## config.mk

```make
export PLATFORM = sky130hd
export DESIGN_NAME = rx_dma_seq
export DESIGN_NICKNAME = d
export VERILOG_FILES = /design/src/rtl/rx_dma_pkg.sv /design/src/rtl/rx_dma_cfg_check.sv /design/src/rtl/rx_dma_buf_pick.sv /design/src/rtl/rx_dma_seq.sv
export SDC_FILE = /design/constraint.sdc
export NUM_CORES = 1
export LEC_CHECK = 0
export ABC_CLOCK_PERIOD_IN_PS = 3700
export BUFFER_PORTS_ARGS = -buffer_cell sky130_fd_sc_hd__buf_4
export CAP_MARGIN = 30
export CORE_UTILIZATION = 41
export DETAILED_ROUTE_END_ITERATION = 6
export PLACE_DENSITY = 0.65
export SLEW_MARGIN = 20
export SYNTH_ARGS = -nofsm -noshare
export SYNTH_HDL_FRONTEND = slang
export SYNTH_SLANG_ARGS = --single-unit
export TNS_END_PERCENT = 10
```

## constraint.sdc

```tcl
create_clock -name clk -period 3.7 [get_ports clk]
set_input_delay 0.555 -clock clk [delete_from_list [all_inputs] [get_ports clk]]
set_output_delay 0.555 -clock clk [all_outputs]
set_load 0.01 [all_outputs]
```

## src/rtl/rx_dma_pkg.sv

```systemverilog
package rx_dma_pkg;
    typedef enum logic [1:0] {
        BM_LARGE = 2'd0,
        BM_SMALL = 2'd1,
        BM_MIXED = 2'd2,
        BM_BAD   = 2'd3
    } bufmode_e;
endpackage

```

## src/rtl/rx_dma_cfg_check.sv

```systemverilog
module rx_dma_cfg_check #(
    parameter int TW = 3
) (
    input  logic [1:0]    mode,
    input  logic [TW-1:0] thresh,
    input  logic          transparent,
    output logic          err
);
    import rx_dma_pkg::*;

    always_comb begin
        err = (bufmode_e'(mode) == BM_BAD) || (transparent && (thresh == '0));
    end
endmodule

```

## src/rtl/rx_dma_buf_pick.sv

```systemverilog
module rx_dma_buf_pick #(
    parameter int AW = 32,
    parameter int SW = 16
) (
    input  logic [1:0]    mode,
    input  logic          first_of_pkt,
    input  logic [SW-1:0] small_size,
    input  logic [SW-1:0] large_size,
    output logic          want_large,
    output logic [AW-1:0] size_ext
);
    import rx_dma_pkg::*;

    always_comb begin
        unique case (bufmode_e'(mode))
            BM_LARGE: want_large = 1'b1;
            BM_SMALL: want_large = 1'b0;
            BM_MIXED: want_large = !first_of_pkt;
            default:  want_large = 1'b0;
        endcase
        size_ext = AW'(want_large ? large_size : small_size);
    end
endmodule

```

## src/rtl/rx_dma_seq.sv

```systemverilog
module rx_dma_seq #(
    parameter int AW = 32,
    parameter int DW = 16,
    parameter int SW = 16,
    parameter int OW = 4,
    parameter int TW = 3,
    parameter int BW = 8
) (
    input  logic          clk,
    input  logic          rst_n,
    input  logic          cfg_en,
    input  logic [1:0]    cfg_mode,
    input  logic [OW-1:0] cfg_offset,
    input  logic [TW-1:0] cfg_thresh,
    input  logic          cfg_transparent,
    input  logic [SW-1:0] cfg_small_size,
    input  logic [SW-1:0] cfg_large_size,
    input  logic          fifo_valid,
    input  logic [BW-1:0] fifo_data,
    input  logic          fifo_eop,
    output logic          fifo_ready,
    input  logic          fb_avail,
    input  logic [AW-1:0] fb_addr,
    input  logic [DW-1:0] fb_desc,
    output logic          fb_pop,
    output logic          fb_large,
    output logic          mw_req,
    output logic [AW-1:0] mw_addr,
    output logic [BW-1:0] mw_data,
    input  logic          mw_gnt,
    output logic          dq_valid,
    output logic [DW-1:0] dq_desc,
    output logic [DW-1:0] cur_desc,
    output logic          cfg_err,
    output logic          starve
);
    typedef struct packed {
        logic          have_buf;
        logic [AW-1:0] addr;
        logic [AW-1:0] end_addr;
        logic [DW-1:0] cur_desc;
        logic [DW-1:0] start_desc;
        logic          chain_empty;
        logic          first_pkt;
        logic [TW-1:0] cnt;
        logic          dq_valid;
        logic [DW-1:0] dq_desc;
    } seq_state_t;

    seq_state_t q, d;
    logic [AW-1:0] size_ext;
    logic [AW-1:0] addr_nx;
    logic active, need_buf, take, full;

    rx_dma_cfg_check #(.TW(TW)) u_chk (
        .mode        (cfg_mode),
        .thresh      (cfg_thresh),
        .transparent (cfg_transparent),
        .err         (cfg_err)
    );

    rx_dma_buf_pick #(.AW(AW), .SW(SW)) u_pick (
        .mode         (cfg_mode),
        .first_of_pkt (q.first_pkt),
        .small_size   (cfg_small_size),
        .large_size   (cfg_large_size),
        .want_large   (fb_large),
        .size_ext     (size_ext)
    );

    always_comb begin
        active   = cfg_en && !cfg_err;
        need_buf = active && !q.have_buf && fifo_valid;
        fb_pop   = need_buf && fb_avail;
        starve   = need_buf && !fb_avail;
        mw_req   = active && q.have_buf && fifo_valid;
        take     = mw_req && mw_gnt;
        addr_nx  = q.addr + AW'(1);
        full     = (addr_nx == q.end_addr);

        d = q;
        d.dq_valid = 1'b0;
        if (fb_pop) begin
            d.have_buf = 1'b1;
            d.addr     = fb_addr + (q.first_pkt ? AW'(cfg_offset) : '0);
            d.end_addr = fb_addr + size_ext;
            d.cur_desc = fb_desc;
            if (q.chain_empty) begin
                d.start_desc  = fb_desc;
                d.chain_empty = 1'b0;
            end
        end
        if (take) begin
            d.addr = addr_nx;
            if (full || fifo_eop) begin
                d.have_buf = 1'b0;
                if (fifo_eop) begin
                    d.dq_valid    = 1'b1;
                    d.dq_desc     = q.start_desc;
                    d.chain_empty = 1'b1;
                    d.cnt         = '0;
                    d.first_pkt   = 1'b1;
                end else begin
                    d.first_pkt = 1'b0;
                    if ((cfg_thresh != '0) && ((q.cnt + TW'(1)) == cfg_thresh)) begin
                        d.dq_valid    = 1'b1;
                        d.dq_desc     = q.start_desc;
                        d.chain_empty = 1'b1;
                        d.cnt         = '0;
                    end else begin
                        d.cnt = q.cnt + TW'(1);
                    end
                end
            end
        end

        fifo_ready = take;
        mw_addr    = q.addr;
        mw_data    = fifo_data;
        dq_valid   = q.dq_valid;
        dq_desc    = q.dq_desc;
        cur_desc   = q.cur_desc;
    end

    always_ff @(posedge clk) begin
        if (!rst_n) begin
            q             <= '0;
            q.chain_empty <= 1'b1;
            q.first_pkt   <= 1'b1;
        end else begin
            q <= d;
        end
    end

    a_r1_off_no_post: assert property (@(posedge clk) disable iff (!rst_n)
        !cfg_en |=> !dq_valid);
    a_r5_err_no_store: assert property (@(posedge clk) disable iff (!rst_n)
        cfg_err |-> (!mw_req && !fb_pop && !fifo_ready));
    a_r9_eop_posts: assert property (@(posedge clk) disable iff (!rst_n)
        (take && fifo_eop) |=> dq_valid);
    a_r11_starve_stall: assert property (@(posedge clk) disable iff (!rst_n)
        starve |-> (!fifo_ready && !mw_req));
    a_r12_addr_step: assert property (@(posedge clk) disable iff (!rst_n)
        (take && !fifo_eop && !full) |=> (mw_addr == $past(mw_addr) + AW'(1)));
    a_r12_addr_hold: assert property (@(posedge clk) disable iff (!rst_n)
        (!take && !fb_pop) |=> $stable(mw_addr));
endmodule

```

==> metrics.cfg <==
[status]
outcome = finished clean

[timing]
rsz0062_at_grt = false
final-max-slew-violation-count = 0
worstMarginPinSlew_ns = 0.732
fmax_mhz = 287
min_period_ns = 3.48
hold_violations = 0
max_slew_margin_pct = 50.5
finalSetupTns_ns = 0
setup_violations = 0
finalCritPeriodShare_pct = 94.2
fin_skew_ns = 0.0110

[floorplan]
die_x_um = 146
core_region_area_um2 = 20200
start_util_pct = 41.9
num_rows = 52
dieArea_um2 = 21200
pin_count = 184
die_height_um = 146

[worst_setup_path]
r2r_cells = 15
cp-end-kind = flip-flop
cp-startpoint = q[20]
crit_end = q[83]
ff2ff_setup_slack_ns = 0.22
r2r-end = q[83]
critical_path_class = reg2reg
path_max_fanout = 8
cp.required_ns = 4.00
start_kind = flip-flop
worstReg2RegStart = q[20]
cp_data_arrival_time_ns = 3.78

[placement]
portBuffers = 167
dp_cells = 1445
finalWeightedCongestion = 0.901
place_hpwl_mm = 18.2

[route]
vias = 8013
via_per_inst = 5.43
ant_nets = 0
drc = 0
routed_wl_mm = 24.7
wl_per_cell_um = 16.8
initialDrtViolationCount = 564
first_pass_iters = 5

[logic_synthesis]
synth_cells = 1095
ys_async_sr_fraction_pct = 0
ys_seq_area_share_pct = 28.1
synth_edf_count = 0
synth_cell_types = 80
syn_nets = 1224
syn_area_per_cell_um2 = 7.73
yosys_warnings = 0
synth_ff_type = dfxtp_1
synth_area_um2 = 8470
ys_ff_latch = 119

[grt]
grt_pass1_vias = 7564
grt_usage_pct = 23.4
gr-total-overflow = 0
grt_max_degree = 57
antenna_found_initial = 0
grt_pass1_wl_mm = 39.5

[final_layout]
fin_util_pct = 50.1
final_nets = 1323
insertedDiodeCount = 0
drive_gt1_share_pct = 23.9
final_cells = 1476
syn_to_final_growth_pct = 19.6

[pwr]
power_mw = 3.61
p_leak_nw = 4.10
ir_drop_uv = 304
p_per_area_nw_per_um2 = 357

[cts]
tritoncts = built
cts_sinks = 119
clk_pin_slew_ns = 0.06
cts_buffers = 17
cts-htree-levels = 4
clockBufferDepth = 2
clock_latency_ns = 0.43
clock-root-buffer = clkbuf_16

[min_path]
worstHoldStart = fb_desc[10]
hp-class = in2reg

[flow_run]
max_cap_violations = 0

==> cells in the final DEF (no fill, tap or decap), drive strengths merged, types with 4 or more instances in the layout <==
cell type / netlist / final
a211oi: 5 / 5
a21o: 11 / 11
a21oi: 104 / 104
a221oi: 10 / 10
a222oi: 4 / 4
a31oi: 9 / 9
and2: 12 / 12
and3: 21 / 21
and4: 6 / 6
buf: 89 / 215
clkbuf: 45 / 19
clkinv: 0 / 6
dfxtp: 119 / 119
ha: 22 / 22
inv: 15 / 17
mux2: 17 / 17
mux2i: 20 / 20
nand2: 193 / 193
nand2b: 5 / 5
nand3: 25 / 25
nand4: 23 / 23
nor2: 71 / 71
nor3: 28 / 28
nor3b: 8 / 8
nor4: 16 / 16
o21a: 4 / 4
o21ai: 48 / 48
o31ai: 5 / 5
or4: 4 / 4
xnor2: 59 / 59
xor2: 42 / 42
==> worst min-delay path by stage <==
stage                               to  slack, ns  depth (start not counted)
after global routing             q[36]       0.37                          3
after detailed placement    dq_desc[5]       0.45                          2
after global placement      dq_desc[8]       0.44                          2
final                     cur_desc[10]       0.37                          3
after CTS                 cur_desc[10]       0.37                          3
after floorplan                  q[19]       0.43                          1
==> state kept, by name, summed over array words and instances, names as in the netlist <==
name	cells
cur_desc	16
dq_valid	1
mw_addr	32
q	54
dq_desc	16
==> cell type report <==
type                       instances  area, µm²
timing repair buffer             215       1640
fill                            1991      10100
clock inverter                    12        123
sequential                       119       2380
inverter                          15       57.6
tap                              270        338
clock buffer                      19        443
multi-input combinational        826       5140
==> cell usage after synthesis, types with 7 or more instances <==
library cell	instances	area [µm²]
a221oi_1	10	87.6
clkbuf_1	40	150
inv_1	14	52.6
buf_4	72	541
nor3_1	27	135
nand2_1	192	721
nor4_1	13	81.3
nor3b_1	8	60.1
o21ai_0	48	240
a21oi_1	104	521
mux2_2	17	191
dfxtp_1	119	2380
nand4_1	20	125
nand3_1	23	115
xor2_1	42	368
buf_6	7	78.8
a31oi_1	9	56.3
xnor2_1	59	517
buf_2	7	35.0
and3_1	20	125
mux2i_1	20	200
nor2_1	71	267
a21o_1	10	75.1
and2_1	12	75.1
ha_1	22	275
==> critical path, cell delays in order, from the launching register on <==
cell and delay (ns):
dfxtp_1 0.41, a21oi_2 0.16, buf_4 0.15, mux2_2 0.35
ha_1 0.27, a21o_1 0.18, a21oi_1 0.19, o21bai_1 0.11
a2111o_1 0.45, a221oi_1 0.31, buf_4 0.19, o21a_1 0.15
buf_12 0.14, nor3_1 0.06, xnor2_1 0.17, a21oi_1 0.08
==> stage by stage <==
step	hold WS [ns]	setup slack (ns)	instance area, µm²
after floorplan	0.432	0.0410	8470
after global placement	0.440	-0.00258	9560
after detailed placement	0.447	-0.0645	9560
after CTS	0.367	0.155	10100
after global routing	0.368	0.00975	10100
final	0.375	0.216	10100
==> cells by family (layout without fill, tap and decap cells) <==
kind of cell    Yosys count  in the layout  share of synthesized area [%]
compound gates          236            236                           17.1
xor+xnor                101            101                           10.4
mux                      37             37                           4.62
simple gates            428            428                           24.7
flops                   119            119                           28.1
buf+inv                 150            261                           11.2
fa+ha+maj                24             24                           3.72
==> layer usage <==
| metal | track usage, % | up-vias | share of wire, % |
|---|---|---|---|
| met5 | 0 | - | 0 |
| met4 | 7.84 | 0 | 1.9 |
| met3 | 4.67 | 39 | 6.2 |
| met2 | 39.4 | 295 | 48 |
| met1 | 29.7 | 3695 | 44 |
| li1 | - | 3984 | - |
==> timing repair <==
action	in CTS	in global routing
buffers inserted	0	0
hold buffers	0	0
gates resized for setup	0	2
endpoints found under the setup margin	0	6
==> power breakdown <==
| part | internal [mW] | total, mW | switching [mW] |
|---|---|---|---|
| combinational | 0.319 | 0.651 | 0.331 |
| sequential | 1.32 | 1.36 | 0.0440 |
| clock | 0.946 | 1.60 | 0.651 |
| total | 2.59 | 3.61 | 1.03 |
Power figures use the tool's default switching activity.
